[config.mk]
export PLATFORM = sky130hd
export DESIGN_NAME = awrp_ram
export DESIGN_NICKNAME = d
export VERILOG_FILES = /design/src/rtl/awrp_pkg.sv /design/src/rtl/awrp_addr_reg.sv /design/src/rtl/awrp_store.sv /design/src/rtl/awrp_lane_sel.sv /design/src/rtl/awrp_ram.sv
export SDC_FILE = /design/constraint.sdc
export NUM_CORES = 2
export LEC_CHECK = 0
export BUFFER_PORTS_ARGS = -buffer_cell sky130_fd_sc_hd__buf_4
export CORE_ASPECT_RATIO = 1.75
export CORE_MARGIN = 2
export CORE_UTILIZATION = 48
export CTS_CLUSTER_SIZE = 30
export DETAILED_ROUTE_END_ITERATION = 8
export HOLD_SLACK_MARGIN = 0.02
export PLACE_DENSITY = 0.66
export SYNTH_ARGS = -nofsm -noshare
export SYNTH_HDL_FRONTEND = slang
export SYNTH_SLANG_ARGS = --single-unit
[constraint.sdc]
create_clock -name clk -period 2 [get_ports clk]
set_input_delay 0.1 -clock clk [delete_from_list [all_inputs] [get_ports clk]]
set_output_delay 0.1 -clock clk [all_outputs]
set_load 0.02 [all_outputs]
[src/rtl/awrp_pkg.sv]
package awrp_pkg;
  localparam int WORD_W = 32;
  localparam int BYTE_W = 8;
  localparam int LANES  = WORD_W / BYTE_W;
  localparam int LANE_W = $clog2(LANES);

  typedef logic [WORD_W-1:0] word_t;
  typedef logic [BYTE_W-1:0] byte_t;
endpackage

[src/rtl/awrp_addr_reg.sv]
module awrp_addr_reg #(
  parameter int W = 8
) (
  input  logic         clk,
  input  logic         rst_n,
  input  logic         en,
  input  logic [W-1:0] d,
  output logic [W-1:0] q
);
  logic [W-1:0] q_nxt;

  always_comb begin
    q_nxt = q;
    if (en) q_nxt = d;
  end

  always_ff @(posedge clk or negedge rst_n) begin
    if (!rst_n) q <= '0;
    else        q <= q_nxt;
  end
endmodule

[src/rtl/awrp_store.sv]
module awrp_store
  import awrp_pkg::*;
#(
  parameter int WA_W = 6
) (
  input  logic            clk,
  input  logic            we,
  input  logic [WA_W-1:0] waddr,
  input  word_t           wdata,
  input  logic [WA_W-1:0] raddr,
  output word_t           rword
);
  localparam int DEPTH = 1 << WA_W;

  word_t mem [DEPTH];

  // the array itself is the write data register
  always_ff @(posedge clk) begin
    if (we) mem[waddr] <= wdata;
  end

  assign rword = mem[raddr];
endmodule

[src/rtl/awrp_lane_sel.sv]
module awrp_lane_sel
  import awrp_pkg::*;
(
  input  word_t             word,
  input  logic [LANE_W-1:0] lane,
  output byte_t             out
);
  byte_t lane_v [LANES];

  for (genvar g = 0; g < LANES; g++) begin : g_lane
    assign lane_v[g] = word[g*BYTE_W +: BYTE_W];
  end

  assign out = lane_v[lane];
endmodule

[src/rtl/awrp_ram.sv]
module awrp_ram
  import awrp_pkg::*;
#(
  parameter int ADDR_W = 8
) (
  input  logic              clk,
  input  logic              rst_n,
  input  logic              wr_en,
  input  logic [ADDR_W-3:0] wr_addr,
  input  logic [31:0]       wr_data,
  input  logic [ADDR_W-1:0] rd_addr,
  output logic [7:0]        rd_data
);
  localparam int WA_W = ADDR_W - LANE_W;

  logic [ADDR_W-1:0] raddr_q;
  logic              wr_go;
  word_t             rword;

  assign wr_go = wr_en & rst_n;

  awrp_addr_reg #(.W(ADDR_W)) u_rareg (
    .clk   (clk),
    .rst_n (rst_n),
    .en    (1'b1),
    .d     (rd_addr),
    .q     (raddr_q)
  );

  awrp_store #(.WA_W(WA_W)) u_store (
    .clk   (clk),
    .we    (wr_go),
    .waddr (wr_addr),
    .wdata (wr_data),
    .raddr (raddr_q[ADDR_W-1:LANE_W]),
    .rword (rword)
  );

  awrp_lane_sel u_lsel (
    .word (rword),
    .lane (raddr_q[LANE_W-1:0]),
    .out  (rd_data)
  );
endmodule

* Word-level counts from Yosys, hierarchy flattened *
Memory sizes are Yosys's and may differ from the RTL's.
Index checks and enable logic that the tools add are counted.

storage, ports and cells
  memories kept = 1
  output and inout port bits = 8
  input port bits = 49
  logic and storage cells = 10
  RAM bits = 2048
  bits in registers = 8

memories
  name         words  width  rd ports  clocked after Yosys merged registers in  wr ports  line              text
  u_store.mem  64     32     1         0                                        1         awrp_store.sv:15  word_t mem [DEPTH];

operators by class
  multiplexer cells = 5
  $lt $le $gt $ge = 1
  bitwise logic cells = 2

operators by type and width
  cell                                                      number
  binary-select mux 8 bit (select 2 bit)                    1
  2-to-1 mux 8 bit                                          2
  greater-or-equal comparator 3 bit, second input constant  1
  inverter 2 -> 3 bit                                       1
  2-to-1 mux 1 bit                                          2
  bitwise AND 1 bit                                         1

* Depth between registers and ports, before layout *
  word-level depth = 4
  mapped depth = 12

* Cells and area by module *
From an unflattened synthesis, not the netlist that was laid out.

second synthesis, totals
  cell total of the unflattened synthesis = 3321
  area, all modules = 78412.7 sq um

modules (own cells, without submodules)
  module         area an instance (sq um)  sequential area each (sq um)  cells an instance  instances
  awrp_store     77874.7                   61499.0                       3292               1
  awrp_addr_reg  331.6                     200.2                         17                 1
  awrp_lane_sel  196.4                     0.0                           10                 1
  awrp_ram       10.0                      0.0                           2                  1

* Worst setup path before layout *
Ideal clock, no wire load.

  kind = input port to flip-flop
  from = input wr_addr[5]
  to = memory u_store.mem[39][0] in the netlist's numbering, enable pin
  stages on the path = 4
  data arrival time = 2.308 ns
  data required time = 1.579 ns
  slack = -0.729 ns
  library setup time = 0.421 ns
  cells stage by stage = clkbuf_1 -> or3b_2 -> clkbuf_1 -> nor2_1

RTL lines
  item                line              text
  start: declaration  awrp_ram.sv:9     input logic [ADDR_W-3:0] wr_addr,
  end: declaration    awrp_store.sv:15

No word-level cell before the write port.

* Worst setup path in the final report *
  from = register u_rareg.q[2]
  to = output rd_data[0]

between the ends
  longest elaborated chain between the ends = 4

ends and longest elaborated chain
  item                                                 line                 text
  start: declaration                                   awrp_addr_reg.sv:8   output logic [W-1:0] q
  start signal: assignment                             awrp_addr_reg.sv:19  else q <= q_nxt;
  memory (64 x 32 bit)                                 n/a
  binary-select mux 8 bit (select 2 bit)               awrp_lane_sel.sv:14  assign out = lane_v[lane];
  2-to-1 mux 8 bit (not written as such) (2 in a row)  awrp_lane_sel.sv:14
  end: declaration                                     awrp_ram.sv:12       output logic [7:0] rd_data

Every way passes these cells. The select of a mux whose other input is x is not followed.

==> run_summary.xml <==
<?xml version="1.0" encoding="UTF-8"?>
<metrics>
  <group name="outcome">
    <metric name="result_of_the_run" unit="">finished with violations</metric>
    <metric name="violations_in_the_final_reports" unit="">setup timing</metric>
  </group>
  <group name="sta">
    <metric name="setup_failing_eps_final" unit="">8</metric>
    <metric name="final_hold_viol_count" unit="">0</metric>
    <metric name="timing.fmax" unit="MHz">257.4</metric>
    <metric name="grt_setup_unrepaired" unit="">true</metric>
    <metric name="fin_ws" unit="ns">-1.885</metric>
    <metric name="maxSlewHeadroom" unit="%">50.27</metric>
    <metric name="drv_slew" unit="">0</metric>
    <metric name="final.setup.tns" unit="ns">-14.69</metric>
    <metric name="worstMarginPinSlew" unit="ns">0.7418</metric>
    <metric name="min_period_over_period" unit="%">194.2</metric>
    <metric name="finalHoldWorstSlack" unit="ns">0.04139</metric>
    <metric name="post-route-min-period" unit="ns">3.885</metric>
  </group>
  <group name="clock_network">
    <metric name="cts-htree-levels" unit="">4</metric>
    <metric name="clock_buffers_created_by_tritoncts" unit="">179</metric>
    <metric name="cts.clk_slew.worst_paths" unit="ns">0.07</metric>
    <metric name="cts_tree" unit="">built</metric>
    <metric name="clock_tree.buffer_depth" unit="">4</metric>
    <metric name="root_buffer" unit="">clkbuf_16</metric>
    <metric name="clock_sinks" unit="">2056</metric>
  </group>
  <group name="pwr">
    <metric name="power.leakage" unit="nW">29.93</metric>
    <metric name="powerDensity" unit="nW/um2">924.3</metric>
    <metric name="vdd_ir_drop_max" unit="V">0.0006272</metric>
  </group>
  <group name="critical_path">
    <metric name="critical_path.startpoint_type" unit="">flop</metric>
    <metric name="type_of_element_capturing_the_critical_path" unit="">primary output</metric>
    <metric name="setup_crit_path_kind" unit="">reg -&gt; out</metric>
    <metric name="crit_path_start" unit="">u_rareg.q[2]</metric>
    <metric name="path_max_fanout" unit="">15</metric>
    <metric name="timing.critical_path.to" unit="">rd_data[0]</metric>
    <metric name="worstPathRequired" unit="ns">1.90</metric>
    <metric name="worstPathArrival" unit="ns">3.78</metric>
  </group>
  <group name="route">
    <metric name="remaining_drc_errors" unit="">0</metric>
    <metric name="initial_drt_markers" unit="">4700</metric>
    <metric name="first_pass_iters" unit="">9</metric>
    <metric name="post_drt_via_cell_ratio" unit="">6.271</metric>
    <metric name="wl_per_cell" unit="um">32.85</metric>
    <metric name="via_count" unit="">40480</metric>
    <metric name="ant_nets" unit="">0</metric>
    <metric name="route.final.wire_length" unit="um">212100</metric>
  </group>
  <group name="finish">
    <metric name="count_of_fill_cells_added_during_filler_insertion" unit="">11960</metric>
    <metric name="stdcell_area" unit="um2">93650</metric>
    <metric name="layout-drive-gt1-share" unit="%">31.91</metric>
    <metric name="area.growth.synth_to_final" unit="%">18.46</metric>
    <metric name="num-nets-final" unit="">4178</metric>
    <metric name="post_layout_nonfiller_instances" unit="">6455</metric>
  </group>
  <group name="synth">
    <metric name="mappedNetlistArea" unit="um2">79060</metric>
    <metric name="synth.avg_cell_area" unit="um2">22.30</metric>
    <metric name="register_area_share_after_synthesis" unit="%">78.04</metric>
    <metric name="synthCells" unit="">3545</metric>
    <metric name="async_flop_share" unit="%">0.3891</metric>
    <metric name="yosys.area.top_type_share" unit="%">77.79</metric>
    <metric name="synth_commonest_cells" unit="">2048 x edfxtp_1, 398 x mux4_2, 183 x mux2i_1</metric>
    <metric name="ys_types" unit="">60</metric>
    <metric name="synth_top_area_cell" unit="">edfxtp_1</metric>
    <metric name="synth_seq_cells" unit="">2056</metric>
    <metric name="count_of_flip_flops_with_a_built_in_enable_after_synthesis" unit="">2048</metric>
    <metric name="yosysMostFrequentCell" unit="">edfxtp_1</metric>
    <metric name="top_post_synthesis_cells_by_area" unit="">edfxtp_1 78%, mux4_2 11%, mux2i_1 2.3%</metric>
    <metric name="syn_nets" unit="">3594</metric>
    <metric name="synthesis.yosys.warnings" unit="">0</metric>
    <metric name="ys_dominant_reg_cell" unit="">edfxtp_1</metric>
  </group>
  <group name="global_routing">
    <metric name="use_met3" unit="%">2.761</metric>
    <metric name="grt_pass1_wl" unit="um">299900</metric>
    <metric name="gr-usage-met2" unit="%">45.18</metric>
    <metric name="aggregate_global_routing_overflow" unit="">0</metric>
    <metric name="grt.busiest_layer" unit="">met2</metric>
    <metric name="number_of_global_route_vias_before_repair" unit="">41150</metric>
    <metric name="grt_usage" unit="%">25.05</metric>
    <metric name="grt_antenna_before_repair" unit="">19</metric>
    <metric name="grt_start_max_net_pins" unit="">65</metric>
    <metric name="grt_util_met1" unit="%">30.75</metric>
  </group>
  <group name="floorplan">
    <metric name="starting_utilization_of_the_core_area" unit="%">48.16</metric>
    <metric name="design.die.area" unit="um2">168100</metric>
    <metric name="die_height" unit="um">540.9</metric>
    <metric name="die_w" unit="um">310.8</metric>
    <metric name="boundaryPins" unit="">57</metric>
    <metric name="placeableCoreArea" unit="um2">164200</metric>
    <metric name="placementRows" unit="">197</metric>
  </group>
  <group name="placed_design">
    <metric name="port_buffers" unit="">56</metric>
    <metric name="dp_worst_slack" unit="ns">-1.621</metric>
    <metric name="dpl-instance-area" unit="um2">86440</metric>
    <metric name="cell_total_after_placement" unit="">6052</metric>
    <metric name="dp_hpwl" unit="um">128600</metric>
    <metric name="globalplace.congestion" unit="">0.8554</metric>
  </group>
  <group name="job">
    <metric name="drv.max_cap_violation_count" unit="">0</metric>
  </group>
  <group name="worst_hold_path">
    <metric name="hold_path.class" unit="">in -&gt; reg</metric>
  </group>
</metrics>
==> area by class of cell <==
type	instances	area (um2)	area share, %
Clock inverter	81	749.5	0.8003
Antenna cell	10	25.02	0.02672
Inverter	2	7.507	0.008016
Timing Repair Buffer	599	6718	7.173
Tap cell	2189	2739	2.925
Clock buffer	227	4785	5.109
Sequential cell	2056	61710	65.90
Multi-Input combinational cell	1291	16910	18.06
==> cells in the final DEF, fill, tap and decap left out, types with 32 or more instances in the layout <==
cell,instances
mux4_2,404
mux2i_1,181
nor2_4,67
clkbuf_16,184
dlygate4sd3_1,55
mux4_1,32
a21oi_1,66
clkbuf_1,40
nand2_1,47
a22oi_1,126
o22ai_1,45
buf_12,128
edfxtp_1,2048
buf_4,385
==> how the worst min path moves through the flow <==
stage	from	cells past startpoint	endpoint
floorplan	rst_n	0	u_rareg.q[0]
global placement	rst_n	2	u_rareg.q[7]
detailed placement	rst_n	2	u_rareg.q[7]
CTS	wr_addr[0]	4	u_store.mem[20][18]
global route	wr_addr[2]	4	u_store.mem[30][16]
finish	wr_addr[0]	4	u_store.mem[20][18]
==> flip-flops by register name, indices dropped and copies added (netlist names) <==
name and cells:
u_store.mem 2048, u_rareg.q 8
==> metal layers <==
metal / routed length [um] / vias to the layer above / part of all wire (%)
li1: - / 16310 / -
met1: 75310 / 21760 / 36
met2: 113000 / 1961 / 53
met3: 14290 / 441 / 6.7
met4: 9479 / 2 / 4.5
met5: 11 / - / 0.0052
==> kinds of logic (layout without fill, tap and decap cells) <==
kind of cell           after synthesis  after routing  synth area share (%)
flip-flops                        2056           2056                 78.04
other                                0             10                     0
AND/OR/NAND/NOR                    282            282                 1.744
AO/OA/AOI/OAI                      389            389                 3.379
buffers and inverters              198            909                 1.901
multiplexers                       620            620                 14.93
==> where the power goes <==
group          switching, mW  total, mW  internal, mW
Combinational           3.05       5.36          2.30
Clock                   14.9       33.6          18.7
Sequential            0.0633       47.6          47.5
==> worst max-delay path: stages, from the launching register on <==
cell and delay, ns:
dfrtp_4 0.55, buf_12 0.20, buf_12 0.17, buf_16 0.18, mux4_2 0.52, a2111oi_1 0.59, nor4_2 0.15, nor3_4 0.31
nor4_4 0.11, buf_4 0.17
==> through the flow <==
stage / utilization (%) / power (mW)
2_1_floorplan: - / 50.95
3_3_place_gp: 52.66 / 53.34
3_5_place_dp: 52.66 / 53.43
4_1_cts: 56.90 / 86.85
5_1_grt: 57.04 / 88.65
6_report: 57.05 / 86.56
==> timing repair <==
item                                    CTS  global route
endpoints found under the hold margin  2070             0
pin swaps                                12             7
cloned                                   10             1
hold buffers                             55             0
resized for setup                        91            40
buffers inserted                         17             2
setup endpoints to repair                 8             8
Note: power is estimated with default switching activity, not from simulation.
